===== src/rtl/idle_seq_pkg.sv =====
package idle_seq_pkg;
   typedef enum logic [2:0] {
      ST_RUN      = 3'd0,
      ST_DN_RATIO = 3'd1,
      ST_DN_VID   = 3'd2,
      ST_DEEP     = 3'd3,
      ST_UP_VID   = 3'd4,
      ST_UP_RATIO = 3'd5
   } seq_state_t;

   function automatic logic is_step(seq_state_t s);
      return (s == ST_DN_RATIO) || (s == ST_DN_VID) ||
             (s == ST_UP_VID)   || (s == ST_UP_RATIO);
   endfunction
endpackage


===== src/rtl/idle_seq_gate.sv =====
module idle_seq_gate #(
   parameter int NUM_CORES = 2
) (
   input  logic [NUM_CORES-1:0] core_halt,
   input  logic                 deep_en,
   input  logic                 wake_evt,
   output logic                 enter_ok
);
   logic [NUM_CORES:0] chain;

   assign chain[0] = 1'b1;
   for (genvar c = 0; c < NUM_CORES; c++) begin : g_core
      assign chain[c+1] = chain[c] & core_halt[c];
   end

   assign enter_ok = chain[NUM_CORES] & deep_en & ~wake_evt;
endmodule


===== src/rtl/idle_seq_code.sv =====
module idle_seq_code #(
   parameter int W   = 6,
   parameter int LOW = 0
) (
   input  logic         clk,
   input  logic         rst_n,
   input  logic [W-1:0] live,
   input  logic         track,
   input  logic         capture,
   input  logic         go_low,
   input  logic         go_saved,
   output logic [W-1:0] code
);
   localparam logic [W-1:0] LOW_CODE = W'(LOW);
   logic [W-1:0] saved_q;

   always_ff @(posedge clk or negedge rst_n) begin
      if (!rst_n) begin
         code    <= '0;
         saved_q <= '0;
      end else begin
         if (capture) saved_q <= code;
         if (track)         code <= live;
         else if (go_low)   code <= LOW_CODE;
         else if (go_saved) code <= saved_q;
      end
   end
endmodule


===== src/rtl/idle_seq_ctrl.sv =====
module idle_seq_ctrl
   import idle_seq_pkg::*;
(
   input  logic       clk,
   input  logic       rst_n,
   input  logic       enter_ok,
   input  logic       settle_done,
   input  logic       wake_evt,
   output seq_state_t state_q,
   output logic       track,
   output logic       capture,
   output logic       r_low,
   output logic       r_rest,
   output logic       v_low,
   output logic       v_rest
);
   seq_state_t nxt;
   logic       pend_q, pend;

   assign pend = pend_q | wake_evt;

   always_comb begin
      nxt     = state_q;
      track   = 1'b0;
      capture = 1'b0;
      r_low   = 1'b0;
      r_rest  = 1'b0;
      v_low   = 1'b0;
      v_rest  = 1'b0;
      unique case (state_q)
         ST_RUN: begin
            if (enter_ok) begin
               nxt     = ST_DN_RATIO;
               capture = 1'b1;
               r_low   = 1'b1;
            end else begin
               track = 1'b1;
            end
         end
         ST_DN_RATIO: if (settle_done) begin
            if (pend) begin
               nxt    = ST_UP_RATIO;
               r_rest = 1'b1;
            end else begin
               nxt   = ST_DN_VID;
               v_low = 1'b1;
            end
         end
         ST_DN_VID: if (settle_done) begin
            if (pend) begin
               nxt    = ST_UP_VID;
               v_rest = 1'b1;
            end else begin
               nxt = ST_DEEP;
            end
         end
         ST_DEEP: if (wake_evt) begin
            nxt    = ST_UP_VID;
            v_rest = 1'b1;
         end
         ST_UP_VID: if (settle_done) begin
            nxt    = ST_UP_RATIO;
            r_rest = 1'b1;
         end
         ST_UP_RATIO: if (settle_done) nxt = ST_RUN;
         default: nxt = ST_RUN;
      endcase
   end

   always_ff @(posedge clk or negedge rst_n) begin
      if (!rst_n) begin
         state_q <= ST_RUN;
         pend_q  <= 1'b0;
      end else begin
         state_q <= nxt;
         pend_q  <= ((nxt == ST_DN_RATIO) || (nxt == ST_DN_VID)) ? pend : 1'b0;
      end
   end

   // deep idle is left only on a wake event
   a_r6_deep_hold: assert property (@(posedge clk) disable iff (!rst_n)
      (state_q == ST_DEEP && !wake_evt) |=> (state_q == ST_DEEP));

   // a held wake never lets entry reach deep idle
   a_r9_no_deep_with_wake: assert property (@(posedge clk) disable iff (!rst_n)
      (state_q == ST_DN_VID && wake_evt) |=> (state_q != ST_DEEP));
endmodule


===== src/rtl/idle_vr_sequencer.sv =====
module idle_vr_sequencer
   import idle_seq_pkg::*;
#(
   parameter int NUM_CORES = 2,
   parameter int RATIO_W   = 6,
   parameter int VID_W     = 7,
   parameter int LOW_RATIO = 6,
   parameter int LOW_VID   = 20,
   parameter bit SNOOP_REG = 1'b1
) (
   input  logic                 clk,
   input  logic                 rst_n,
   input  logic [NUM_CORES-1:0] core_halt,
   input  logic                 deep_en,
   input  logic [RATIO_W-1:0]   run_ratio,
   input  logic [VID_W-1:0]     run_vid,
   input  logic                 settle_done,
   input  logic                 wake_evt,
   input  logic                 snoop_req,
   output logic [RATIO_W-1:0]   ratio_code,
   output logic [VID_W-1:0]     vid_code,
   output logic                 in_deep,
   output logic                 busy,
   output logic                 snoop_ack
);
   localparam int RATIO_MAX = (1 << RATIO_W) - 1;
   localparam int VID_MAX   = (1 << VID_W) - 1;

   if (NUM_CORES < 1) begin : g_bad_cores
      $error("NUM_CORES must be at least 1");
   end
   if (LOW_RATIO < 0 || LOW_RATIO > RATIO_MAX) begin : g_bad_ratio
      $error("LOW_RATIO does not fit RATIO_W");
   end
   if (LOW_VID < 0 || LOW_VID > VID_MAX) begin : g_bad_vid
      $error("LOW_VID does not fit VID_W");
   end

   seq_state_t state_q;
   logic enter_ok, track, capture, r_low, r_rest, v_low, v_rest;

   idle_seq_gate #(.NUM_CORES(NUM_CORES)) i_gate (
      .core_halt(core_halt), .deep_en(deep_en), .wake_evt(wake_evt),
      .enter_ok(enter_ok));

   idle_seq_ctrl i_ctrl (
      .clk(clk), .rst_n(rst_n), .enter_ok(enter_ok),
      .settle_done(settle_done), .wake_evt(wake_evt), .state_q(state_q),
      .track(track), .capture(capture), .r_low(r_low), .r_rest(r_rest),
      .v_low(v_low), .v_rest(v_rest));

   idle_seq_code #(.W(RATIO_W), .LOW(LOW_RATIO)) i_ratio (
      .clk(clk), .rst_n(rst_n), .live(run_ratio), .track(track),
      .capture(capture), .go_low(r_low), .go_saved(r_rest),
      .code(ratio_code));

   idle_seq_code #(.W(VID_W), .LOW(LOW_VID)) i_vid (
      .clk(clk), .rst_n(rst_n), .live(run_vid), .track(track),
      .capture(capture), .go_low(v_low), .go_saved(v_rest),
      .code(vid_code));

   assign busy    = is_step(state_q);
   assign in_deep = (state_q == ST_DEEP);

   if (SNOOP_REG) begin : g_snoop_reg
      always_ff @(posedge clk or negedge rst_n) begin
         if (!rst_n) snoop_ack <= 1'b0;
         else        snoop_ack <= snoop_req;
      end
      // each snoop is flagged one cycle later, in any state
      a_r11_snoop_ack: assert property (@(posedge clk) disable iff (!rst_n)
         snoop_req |=> snoop_ack);
   end else begin : g_snoop_comb
      assign snoop_ack = snoop_req;
   end

   // entry lowers the ratio first, voltage untouched
   a_r3_ratio_first: assert property (@(posedge clk) disable iff (!rst_n)
      (state_q == ST_RUN && enter_ok) |=> (busy && vid_code == $past(vid_code)));

   // no step advances without a settle pulse
   a_r4_hold_unsettled: assert property (@(posedge clk) disable iff (!rst_n)
      (busy && !settle_done) |=> ($stable(ratio_code) && $stable(vid_code)));

   // exit moves the voltage first, ratio held
   a_r7_vid_first: assert property (@(posedge clk) disable iff (!rst_n)
      (in_deep && wake_evt) |=> (busy && ratio_code == $past(ratio_code)));

   // never both codes on one edge while sequencing
   a_r10_single_step: assert property (@(posedge clk) disable iff (!rst_n)
      busy |=> !((ratio_code != $past(ratio_code)) && (vid_code != $past(vid_code))));
endmodule


===== config.mk =====
export PLATFORM = sky130hd
export DESIGN_NAME = idle_vr_sequencer
export DESIGN_NICKNAME = d
export VERILOG_FILES = /design/src/rtl/idle_seq_pkg.sv /design/src/rtl/idle_seq_gate.sv /design/src/rtl/idle_seq_code.sv /design/src/rtl/idle_seq_ctrl.sv /design/src/rtl/idle_vr_sequencer.sv
export SDC_FILE = /design/constraint.sdc
export NUM_CORES = 1
export LEC_CHECK = 0
export BUFFER_PORTS_ARGS = -buffer_cell sky130_fd_sc_hd__buf_2
export CORE_UTILIZATION = 50
export CTS_CLUSTER_DIAMETER = 60
export DETAILED_ROUTE_END_ITERATION = 10
export PLACE_DENSITY = 0.77
export SLEW_MARGIN = 30
export SYNTH_ARGS = -nofsm -noshare
export SYNTH_HDL_FRONTEND = slang
export SYNTH_SLANG_ARGS = --single-unit
export TNS_END_PERCENT = 10

===== constraint.sdc =====
create_clock -name clk -period 2.4 [get_ports clk]
set_input_delay 0 -clock clk [delete_from_list [all_inputs] [get_ports clk]]
set_output_delay 0 -clock clk [all_outputs]
set_load 0.05 [all_outputs]

### Word-level counts from Yosys, hierarchy flattened

Index checks and enable logic that the tools add are counted.

* bits in registers: 31
* output and inout bits: 16
* input bits: 21
* word-level logic and storage cells: 55

* multiplexer cells: 29
* bitwise logic cells: 5
* eq/ne operators: 7
* reduce and logical (&&, ||, !) cells: 7

Operators with widths (number)
* $mux 3: 8
* $mux 7: 3
* $mux 6: 3
* $pmux 3 s6: 1
* $mux 1: 12
* $eq 3x2->1 const B: 3
* $eq 3x1->1 const B: 2
* $eq 3x3->1 const B: 2
* $reduce_bool 3->1: 2
* $logic_or 1x1->1: 4
* $pmux 1 s2: 2
* $and 1x1->1: 3
* $logic_not 3->1: 1
* $not 1->1: 1
* $or 1x1->1: 1

### Longest topological paths before layout

Gate-level depths: netlist of the first run.

* depth after elaboration: 8
* mapped depth: 6
* gate-level depth less buffers: 4

### By module

A second synthesis of the first run with hierarchy kept.

* cells, all modules: 134
* area, all modules: 1551.5 µm²

By module, submodules not included
* idle_seq_code at i_vid: times used 1, area each 606.8 µm², cells each 47, seq. area each 350.3 µm²
* idle_seq_code at i_ratio: times used 1, area each 540.5 µm², cells each 40, seq. area each 300.3 µm²
* idle_seq_ctrl: times used 1, area each 346.6 µm², cells each 41, seq. area each 100.1 µm²
* idle_vr_sequencer: times used 1, area each 47.5 µm², cells each 5, seq. area each 25.0 µm²
* idle_seq_gate: times used 1, area each 10.0 µm², cells each 1, seq. area each 0.0 µm²

### Least setup slack after synthesis of the first run

No wires, ideal clock.

* path type: flip-flop to output port
* start point: reg i_ctrl.state_q[0]
* end point: out busy
* arrival time: 1.707 ns
* path slack: 0.693 ns
* buffers on the path: 1
* stages on the path, launching flop included: 4
* cells stage by stage: dfrtp_1 buf_4 or2_2 xnor2_1

* word-level cells in the longest chain between the ends: 4

RTL lines
* from (decl): RTL line idle_seq_ctrl.sv:9 `output seq_state_t state_q,`
* from (signal assigned): RTL line idle_seq_ctrl.sv:75 `state_q <= nxt;`
* $eq 3x1->1 / $eq 3x2->1 (equally long branches): RTL line idle_seq_pkg.sv:12 `return (s == ST_DN_RATIO) || (s == ST_DN_VID) ||`
* $logic_or 1x1->1 (2 in series): RTL line idle_seq_pkg.sv:12
* $logic_or 1x1->1 *: RTL line idle_seq_pkg.sv:13 `(s == ST_UP_VID) || (s == ST_UP_RATIO);`
* to (decl): RTL line idle_vr_sequencer.sv:23 `output logic busy,`

Every way passes the cells marked *; elsewhere a longest branch is shown, timed or not.

### Worst setup path in the final report of the first run

* start point: reg i_ctrl.state_q[1]
* end point: reg i_vid.code[0]

* word-level cells in the longest chain between the ends: 4

RTL lines
* $eq 3x1->1: RTL line idle_seq_ctrl.sv:30 `unique case (state_q)`
* $mux 1: RTL line idle_seq_ctrl.sv:30
* $mux 7: RTL line idle_seq_code.sv:24 `else if (go_low) code <= LOW_CODE;`
* $mux 7: RTL line idle_seq_code.sv:23 `if (track) code <= live;`
* to (signal assigned): RTL line idle_seq_code.sv:23
* to (signal assigned): RTL line idle_seq_code.sv:25 `else if (go_saved) code <= saved_q;`
* to (decl): RTL line idle_seq_code.sv:12 `output logic [W-1:0] code`

Several ways; a longest one is shown, not always the timed one.
A chain may end at the register's enable or synchronous reset.

==> metrics.md, run 1 <==
| Metric | Value |
|---|---|
| Post-synthesis async set-or-reset flop share | `1.00` |
| Crit path max fanout | `12` |
| Largest family of logic cells by synthesized area | `compound AO/OA/AOI/OAI gates` |
| CP Capture Type | `flip-flop` |
| Top FF cell, synth | `dfrtp_1` |
| Crit path DAT | `2.18 ns` |
| Initial Util | `0.523` |
| Hpwl dp | `2310 um` |
| Mux cell area share after synthesis | `0.155` |
| Register area share after synthesis | `0.490` |
| Setup tns final | `0 ns` |
| First-pass GRT wire length | `5620 um` |
| Clock sink total | `31` |
| Avg Synthesized Cell Area | `12.1 um^2` |
| Distinct cells, synth | `45` |
| Area Overhead vs Synth | `19.8%` |
| Cts bufs inserted | `5` |
| Iteration-0 DRC Markers | `36` |
| Post-Route Utilization | `0.627` |
| Slew HR | `0.542` |
| CP max stage cell | `o41ai_4` |
| Warnings, synthesis | `0` |
| RSZ-0062 raised after global routing | `false` |
| DR vias/cell | `5.43` |
| Data required time of the critical path | `2.64 ns` |
| Clock Path Buffers | `2` |
| Synth area leader | `dfrtp_1` |
| Post-synth EDFFs | `0` |
| First-pass DRT Iterations | `4` |
| Final hold violation count | `0` |
| PD cells | `1470 nW/um^2` |
| Highest clock rate | `0.514 GHz` |
| Share of the synthesized area in the top cell type | `0.490` |
| Compound-Gate Fraction of Synth Area | `0.187` |
| Final setup viols | `0` |
| WL/cell | `14.9 um` |
| Post-synthesis net count | `152` |
| Xor-xnor portion of the synthesized cell area | `0.00553` |
| Post-synthesis adder-cell area fraction | `0` |
| Ratio of cells with drive above 1 in the final layout | `0.423` |
| Initial antenna violation count | `0` |
| Nets | `195` |
| Crit Path Category | `reg -> reg` |
| Period minus WS final | `1.95 ns` |
| Delay-heaviest family, CP | `compound AO/OA/AOI/OAI gates` |
| Final WL | `3260 um` |
| Fill cells | `243` |
| Setup WS pre-CTS | `0.483 ns` |
| Min-Delay Path Class | `in -> reg` |
| Outcome | `finished, final reports clean` |
| WP buf/inv | `1` |
| Clock skew | `0.00882 ns` |
| Die ar. | `3400 um^2` |
| Inserted Diodes | `0` |
| Post-route ant nets | `0` |
| H-tree depth | `2` |
| Startpoint Class | `flip-flop` |
| CTS tree | `built` |
| Cells taking the most area after synthesis | `dfrtp_1 49%, mux2_2 14%, a22o_1 5.0%` |
| Worst path max stage delay | `0.69 ns` |
| FF+latch count, synth | `31` |
| IO buf count | `36` |
| Worst slew pin tran | `0.687 ns` |
| Rows | `20` |
| Pins Over Slew Limit | `0` |
| CTS root buf | `clkbuf_4` |
| Total Power | `2.78 mW` |
| Hold slack final | `0.000984 ns` |
| Post-Synthesis Cells | `131` |
| Setup ws final | `0.455 ns` |
| Crit share post-route | `0.811` |
| Worst-Skew Late Latency | `0.35 ns` |
| Simple-gate share of the synthesized area | `0.120` |
| Max_cap viols | `0` |
| DR DRC count | `0` |
| Die X | `58.3 um` |
| Die Height | `58.3 um` |
| Max VDD drop | `0.613 mV` |
| Via count | `1190` |
| Critical-path cell list | `inv_2 -> o41ai_4 -> mux2_2` |
| GRT Overall Usage | `0.229` |
| Io pins | `37` |
| Leak Pwr | `0.911 nW` |
| Placer Congestion | `0.784` |
| CTS clock-pin slew for the worst setup and hold paths | `0.10 ns` |
| Cts repair resizes | `0` |
| Congestion Overflow GR | `0` |
| Largest net degree at the start of global routing | `32` |
| Vias in the first global route | `1217` |
| Core area | `3030 um^2` |
| Mapped cell area | `1580 um^2` |
kinds of logic (layout without fill, tap and decap cells):
logic type	after synthesis	in the layout
buf+inv	13	57
flops	31	31
mux	22	22
compound gates	35	35
xor+xnor	1	1
simple gates	29	29
final cells by class:
cell class                 count  area (um^2)  share of cell area
clock buffer                   6         41.3              0.0218
timing repair buffer          43          250               0.132
tap                           44         55.1              0.0290
clock inverter                 2         12.5             0.00659
multi-input combinational     87          741               0.390
inverter                       6         22.5              0.0119
sequential                    31          776               0.409
tightest hold or removal path, delay by kind of cell:
kind            cells  cell delay [ns]
mux                 1             0.13
compound gates      1             0.12
buf+inv             1             0.08
through the flow:
step	area [um^2]	cells
floorplan	1580	131
global placement	1770	204
detailed placement	1770	204
CTS	1900	219
global route	1900	219
finish	1900	219
state kept, by name, summed over array words and instances, names as in the netlist:
signal	count
i_ctrl.state_q	3
i_vid.saved_q	7
i_ratio.code	6
snoop_ack	1
i_vid.code	7
i_ratio.saved_q	6
i_ctrl.pend_q	1
per-layer routing:
metal	share of wire	vias up	global-route usage
met4	0.026	0	0.136
met2	0.50	22	0.383
met1	0.44	592	0.270
met5	0	-	0
met3	0.036	8	0.0513
li1	-	568	-
power by group:
| group | total (mW) | leakage, nW | switching, mW | internal, mW |
|---|---|---|---|---|
| Combinational | 1.54 | 0.492 | 0.949 | 0.595 |
| Sequential | 0.935 | 0.392 | 0.192 | 0.742 |
| Clock | 0.304 | 0.0282 | 0.191 | 0.113 |
| Total | 2.78 | 0.911 | 1.33 | 1.45 |
cells in the final DEF, fill, tap and decap left out, drive strengths merged, types with 2 or more instances in the layout:
cell,n
a21oi,5
nor3,2
clkbuf,6
o22ai,2
nand3b,2
nand3,2
dfrtp,31
nor2,5
nand4b,2
mux2i,2
inv,6
dlygate4sd3,7
buf,36
a22o,9
o21ai,5
nand2,9
a2bb2oi,2
mux2,20
path summary, 6_finish.rpt:
path | start | end | depth (start not counted) | slack, ns
max in group asynchronous | rst_n | i_ctrl.state_q[2] | 2 | 1.74
min reg2reg | i_ratio.saved_q[1] | i_ratio.saved_q[1] | 2 | 0.49
max | i_ctrl.state_q[1] | i_vid.code[0] | 3 | 0.45
min in group asynchronous | rst_n | i_vid.code[5] | 2 | 0.22
max reg2reg | i_ctrl.state_q[1] | i_vid.code[0] | 3 | 0.45
min | run_vid[5] | i_vid.code[5] | 3 | 0.001
what timing repair did:
action                    in CTS  in global routing
hold endpoints to repair      37                  0
setup buffers                  0                  0
hold buffers                   7                  0
synthesized netlist by cell type, types with 3 or more instances:
library cell	instances
a21oi_1	4
a22o_1	9
buf_2	3
dfrtp_1	31
inv_1	5
mux2_2	20
nand2_1	9
nor2_1	3
o21ai_0	5
Note: power is estimated with default switching activity, not from simulation.
==> run 2, diff against run 1 <==
--- a/config.mk
+++ b/config.mk
@@ -5,6 +5,7 @@
 export SDC_FILE = /design/constraint.sdc
 export NUM_CORES = 1
 export LEC_CHECK = 0
+export ABC_AREA = 1
 export BUFFER_PORTS_ARGS = -buffer_cell sky130_fd_sc_hd__buf_2
 export CORE_UTILIZATION = 50
 export CTS_CLUSTER_DIAMETER = 60
==> constraint.sdc (replaced) <==
create_clock -name clk -period 1.99 [get_ports clk]
set_input_delay 0 -clock clk [delete_from_list [all_inputs] [get_ports clk]]
set_output_delay 0 -clock clk [all_outputs]
set_load 0.05 [all_outputs]
==> metrics.md, run 2 <==
| Metric | Value |
|---|---|
| CP max stage cell | `dfrtp_1` |
| Congestion Overflow GR | `0` |
| Warnings, synthesis | `0` |
| First-pass GRT wire length | `6020 um` |
| GRT Overall Usage | `0.241` |
| Synth area leader | `dfrtp_1` |
| Slew HR | `0.556` |
| PD cells | `1600 nW/um^2` |
| Min-Delay Path Class | `in -> reg` |
| Avg Synthesized Cell Area | `7.66 um^2` |
| Highest clock rate | `0.621 GHz` |
| FF+latch count, synth | `31` |
| DR DRC count | `0` |
| Final setup viols | `0` |
| Max VDD drop | `1.00 mV` |
| DR vias/cell | `4.78` |
| Critical-path cell list | `inv_2 -> nand3_2 -> inv_2 -> nand2_4 -> inv_1 -> nand2_1 -> nand2_1 -> nand2_1 -> o21ai_2` |
| Hpwl dp | `2400 um` |
| CTS clock-pin slew for the worst setup and hold paths | `0.09 ns` |
| Crit path max fanout | `11` |
| Count leader, synth | `nand2_1` |
| Rows | `19` |
| CTS root buf | `clkbuf_4` |
| Most frequent CP cell | `nand2_1` |
| Post-synth EDFFs | `0` |
| Die X | `58.0 um` |
| Die ar. | `3370 um^2` |
| Nets | `279` |
| Initial Util | `0.546` |
| Clock sink total | `31` |
| Most common cell after layout, fill and taps aside | `nand2_1` |
| Crit share post-route | `0.809` |
| H-tree depth | `2` |
| CP Capture Type | `flip-flop` |
| Vias in the first global route | `1420` |
| Io pins | `37` |
| Post-CTS Setup Bufs | `0` |
| Inserted Diodes | `0` |
| Cells taking the most area after synthesis | `dfrtp_1 49%, nand2_1 19%, inv_1 4.8%` |
| Most common library cells after synthesis | `78 x nand2_1, 31 x dfrtp_1, 20 x inv_1` |
| WL/cell | `11.4 um` |
| Cts bufs inserted | `5` |
| CTS tree | `built` |
| Data required time of the critical path | `2.25 ns` |
| Initial antenna violation count | `0` |
| Final Non-Filler Cells | `301` |
| Final WL | `3430 um` |
| Post-route ant nets | `0` |
| Post-place instance area | `1770 um^2` |
| Largest registers | `i_vid.code: 7 flops, i_vid.saved_q: 7 flops` |
| Crit Path Category | `reg -> reg` |
| Pins Over Slew Limit | `0` |
| Clock Path Buffers | `2` |
| Post-synthesis net count | `226` |
| Fin area | `1960 um^2` |
| Final hold violation count | `0` |
| Distinct cells, synth | `21` |
| Clock skew | `0.0104 ns` |
| Outcome | `finished, final reports clean` |
| Worst-Skew Late Latency | `0.34 ns` |
| Iteration-0 DRC Markers | `68` |
| RSZ-0062 raised after global routing | `false` |
| Post-synthesis async set-or-reset flop share | `1.00` |
| Worst path max stage delay | `0.46 ns` |
| Leak Pwr | `1.08 nW` |
| Startpoint Class | `flip-flop` |
| Period minus WS final | `1.61 ns` |
| Dpl cells | `279` |
| IO buf count | `36` |
| Mapped cell area | `1570 um^2` |
| Most frequent cells in the layout | `78 x nand2_1, 36 x buf_2, 31 x dfrtp_1, 20 x inv_1, 17 x nor2_1` |
| Setup tns final | `0 ns` |
| Area Overhead vs Synth | `25.0%` |
| Top FF cell, synth | `dfrtp_1` |
| Placer Congestion | `0.993` |
| Worst slew pin tran | `0.666 ns` |
| Ratio of cells with drive above 1 in the final layout | `0.243` |
| First-pass DRT Iterations | `4` |
| Core area | `2880 um^2` |
| Post-Synthesis Cells | `205` |
| Register area share after synthesis | `0.494` |
| Max_cap viols | `0` |
| Crit path DAT | `1.87 ns` |
| Via count | `1440` |
| Largest net degree at the start of global routing | `32` |
| Fill cells | `263` |
| Share of the synthesized area in the top cell type | `0.494` |
| Die Height | `58.0 um` |
==> run 2: changes by cell type after synthesis, moves of 5 or more <==
| cell | previous run | this run |
|---|---|---|
| mux2_2 | 20 | 0 |
| o21ai_2 | 0 | 5 |
| nor2_1 | 3 | 17 |
| nand3_1 | 2 | 10 |
| inv_2 | 1 | 6 |
| nand2_1 | 9 | 78 |
| o21ai_0 | 5 | 11 |
| o21ai_1 | 0 | 8 |
| inv_1 | 5 | 20 |
| a22o_1 | 9 | 0 |
==> run 2: final timing paths <==
check | cells past startpoint | to | slack (ns) | start
setup / recovery | 9 | i_vid.code[6] | 0.38 | i_ctrl.state_q[2]
hold reg to reg | 2 | i_vid.saved_q[4] | 0.48 | i_vid.saved_q[4]
max in group asynchronous | 2 | i_ctrl.state_q[2] | 1.33 | rst_n
min in group asynchronous | 2 | i_ratio.saved_q[3] | 0.22 | rst_n
hold / removal | 4 | i_ctrl.state_q[1] | 0.04 | wake_evt
setup reg to reg | 9 | i_vid.code[6] | 0.38 | i_ctrl.state_q[2]
==> run 2: stage by stage <==
stage	utilization	power (mW)	hold WS (ns)	setup slack, ns
after floorplan	-	2.46	-0.296	0.0893
after global placement	0.615	2.75	0.0770	0.426
after detailed placement	0.615	2.76	0.0701	0.409
after CTS	0.682	3.15	0.0169	0.391
after global routing	0.682	3.39	0.0652	0.209
final	0.682	3.13	0.0350	0.380
==> run 2: cell type report <==
class | instances | area [um^2] | area share
Clock buffer | 6 | 41.3 | 0.0210
Tap cell | 42 | 52.6 | 0.0268
Inverter | 26 | 97.6 | 0.0497
Timing Repair Buffer | 51 | 328 | 0.167
Clock inverter | 2 | 12.5 | 0.00637
Multi-Input combinational cell | 143 | 656 | 0.334
Sequential cell | 31 | 776 | 0.395
==> run 2: metal layers <==
metal	track usage	routed length, um
met5	0	0
met4	0.116	102
met3	0.0692	173
met2	0.381	1540
met1	0.304	1610
==> run 2: cell families (layout without fill, tap and decap cells) <==
logic type             Yosys count  in the layout  share of synthesized area
AOI/OAI and AO/OA               25             25                     0.0924
buffers and inverters           31             85                     0.0884
DFF                             31             31                      0.494
and+or+nand+nor                118            118                      0.325
==> run 2: repair_timing <==
action	CTS	global route
hold endpoints to repair	44	0
hold buffers	14	0
resized for setup	0	0
==> run 2: where the power goes <==
part | internal, mW | switching [mW] | total [mW]
Clock | 0.136 | 0.215 | 0.351
Combinational | 0.477 | 1.25 | 1.72
Sequential | 0.891 | 0.165 | 1.06
Total | 1.50 | 1.63 | 3.13
==> run 2: critical path, delay by kind of cell, from the launching register on <==
| kind | cells | cell delay, ns |
|---|---|---|
| AND/OR/NAND/NOR | 5 | 0.45 |
| buffers and inverters | 3 | 0.56 |
| AO/OA/AOI/OAI | 1 | 0.06 |
| flip-flops | 1 | 0.46 |
==> run 3, diff against run 2 <==
==> constraint.sdc (replaced) <==
create_clock -name clk -period 1.5 [get_ports clk]
set_input_delay 0 -clock clk [delete_from_list [all_inputs] [get_ports clk]]
set_output_delay 0 -clock clk [all_outputs]
set_load 0.05 [all_outputs]
==> metrics.md, run 3 (synthesis gave the netlist of run 2 again) <==
| Metric | Value |
|---|---|
| Nets | `287` |
| Min-Delay Path Class | `in -> reg` |
| Placer Congestion | `1.00` |
| Initial antenna violation count | `0` |
| Max_cap viols | `0` |
| Fill cells | `228` |
| Most common cell after layout, fill and taps aside | `nand2_1` |
| P_sw | `2.29 mW` |
| Max VDD drop | `1.49 mV` |
| Rows | `19` |
| H-tree depth | `2` |
| Crit share post-route | `0.944` |
| Clock sink total | `31` |
| GR met3 Demand/Resource | `0.0469` |
| Worst slew pin tran | `0.686 ns` |
| CTS root buf | `clkbuf_4` |
| CTS clock-pin slew for the worst setup and hold paths | `0.10 ns` |
| Pins Over Slew Limit | `0` |
| Final setup viols | `0` |
| DR vias/cell | `4.96` |
| Outcome | `finished, violations left` |
| Vias in the first global route | `1328` |
| Final WL | `3740 um` |
| Post-Route Utilization | `0.729` |
| Grt met2 use | `0.358` |
| DR DRC count | `2` |
| Met1 global-route usage | `0.320` |
| Hold path depth | `4` |
| Failing checks | `design-rule violations` |
| Startpoint Class | `flip-flop` |
| Data required time of the critical path | `1.79 ns` |
| PD cells | `2260 nW/um^2` |
| Clock skew | `0.00863 ns` |
| Slew HR | `0.543` |
| Highest clock rate | `0.706 GHz` |
| Clock Path Buffers | `2` |
| Largest registers | `i_vid.code: 7 flops, i_vid.saved_q: 7 flops` |
| FF/Latch Area | `777 um^2` |
| Crit path max fanout | `6` |
| Area Overhead vs Synth | `33.5%` |
| Ratio of cells with drive above 1 in the final layout | `0.296` |
| GRT Overall Usage | `0.234` |
| RSZ-0062 raised after global routing | `true` |
| Combinational power share | `0.557` |
| R2r worst-path depth | `8` |
| Period minus WS final | `1.42 ns` |
| First-pass GRT wire length | `5810 um` |
| Register share of total power | `0.295` |
| Io pins | `37` |
| Largest net degree at the start of global routing | `32` |
| Leak Pwr | `1.13 nW` |
| Via count | `1534` |
| Worst path max stage delay | `0.43 ns` |
| Post-route ant nets | `0` |
| Hpwl dp | `2460 um` |
| Setup ws final | `0.0835 ns` |
| Area of the multi-input gates | `676 um^2` |
| Crit Path Category | `reg -> reg` |
| Setup WS pre-CTS | `0.0230 ns` |
| Final Non-Filler Cells | `309` |
| Worst-Skew Late Latency | `0.35 ns` |
| Dpl cells | `284` |
| Busiest layer in global routing | `met2` |
| Cts bufs inserted | `5` |
| IO buf count | `36` |
| Power Internal | `2.45 mW` |
| Die Height | `58.0 um` |
| Die X | `58.0 um` |
| Most frequent cells in the layout | `77 x nand2_1, 36 x buf_2, 30 x dfrtp_1, 19 x inv_1` |
| CTS tree | `built` |
| CP max stage cell | `dfrtp_1` |
| Final hold violation count | `0` |
| Sw frac | `0.483` |
| WL/cell | `12.1 um` |
| Iteration-0 DRC Markers | `110` |
| Hold slack final | `0.0173 ns` |
| First-pass DRT Iterations | `7` |
| Critical-path cell list | `inv_2 -> nand3_2 -> nor2_2 -> inv_2 -> nand4_4 -> buf_4 -> nand2_1 -> nand2_1` |
| CP Capture Type | `flip-flop` |
| Setup tns final | `0 ns` |
| Clk pwr share | `0.148` |
| Die ar. | `3370 um^2` |
| Core area | `2880 um^2` |
| Congestion Overflow GR | `0` |
| Inserted Diodes | `0` |
| Crit path DAT | `1.70 ns` |
| Initial Util | `0.546` |
run 3: cell types whose count changed in the layout (fill, tap and decap cells not counted), sizes merged:
cell and change:
buf +8, bufinv +1, inv -1
run 3: metrics by stage:
stage	total power, mW	cell area, um^2
floorplan	3.27	1580
global route	5.05	2100
detailed placement	3.80	1810
finish	4.74	2100
CTS	4.53	2040
global placement	3.75	1810
run 3: path summary, 6_finish.rpt:
kind | start | slack, ns | endpoint
setup reg to reg | i_ctrl.state_q[1] | 0.08 | i_vid.code[2]
hold reg to reg | i_vid.saved_q[4] | 0.49 | i_vid.saved_q[4]
min in group asynchronous | rst_n | 0.22 | i_ratio.code[3]
hold / removal | run_ratio[1] | 0.02 | i_ratio.code[1]
setup / recovery | i_ctrl.state_q[1] | 0.08 | i_vid.code[2]
max in group asynchronous | rst_n | 0.80 | i_ctrl.state_q[0]
run 3: power groups by stage:
stage          combinational, mW  clock, mW  sequential [mW]
5_1_grt                     2.88      0.744             1.43
3_5_place_dp                2.40          0             1.39
2_1_floorplan               1.41          0             1.86
3_3_place_gp                2.36          0             1.40
6_report                    2.64      0.702             1.40
4_1_cts                     2.44      0.708             1.38
run 3: area by class of cell:
cell class	instances	share of cell area
multi-input combinational	143	0.322
clock buffer	6	0.0245
tap	42	0.0251
clock inverter	2	0.0167
timing repair buffer	59	0.191
sequential	31	0.371
inverter	26	0.0496
run 3: metal layers:
| layer | part of all wire | routed length [um] |
|---|---|---|
| met1 | 0.45 | 1690 |
| met2 | 0.46 | 1700 |
| met3 | 0.075 | 282 |
| met4 | 0.018 | 66 |
| met5 | 0 | 0 |
run 3: critical path, delay by kind of cell (launching register included):
| family | cells | cell delay (ns) |
|---|---|---|
| and+or+nand+nor | 5 | 0.53 |
| DFF | 1 | 0.43 |
| buffers and inverters | 3 | 0.39 |
run 3: repair_timing:
item / 4_1_cts / 5_1_grt
hold buffers: 14 / 0
resized for setup: 0 / 7
setup endpoints to repair: 0 / 24
setup buffers: 0 / 3
endpoints found under the hold margin: 44 / 0
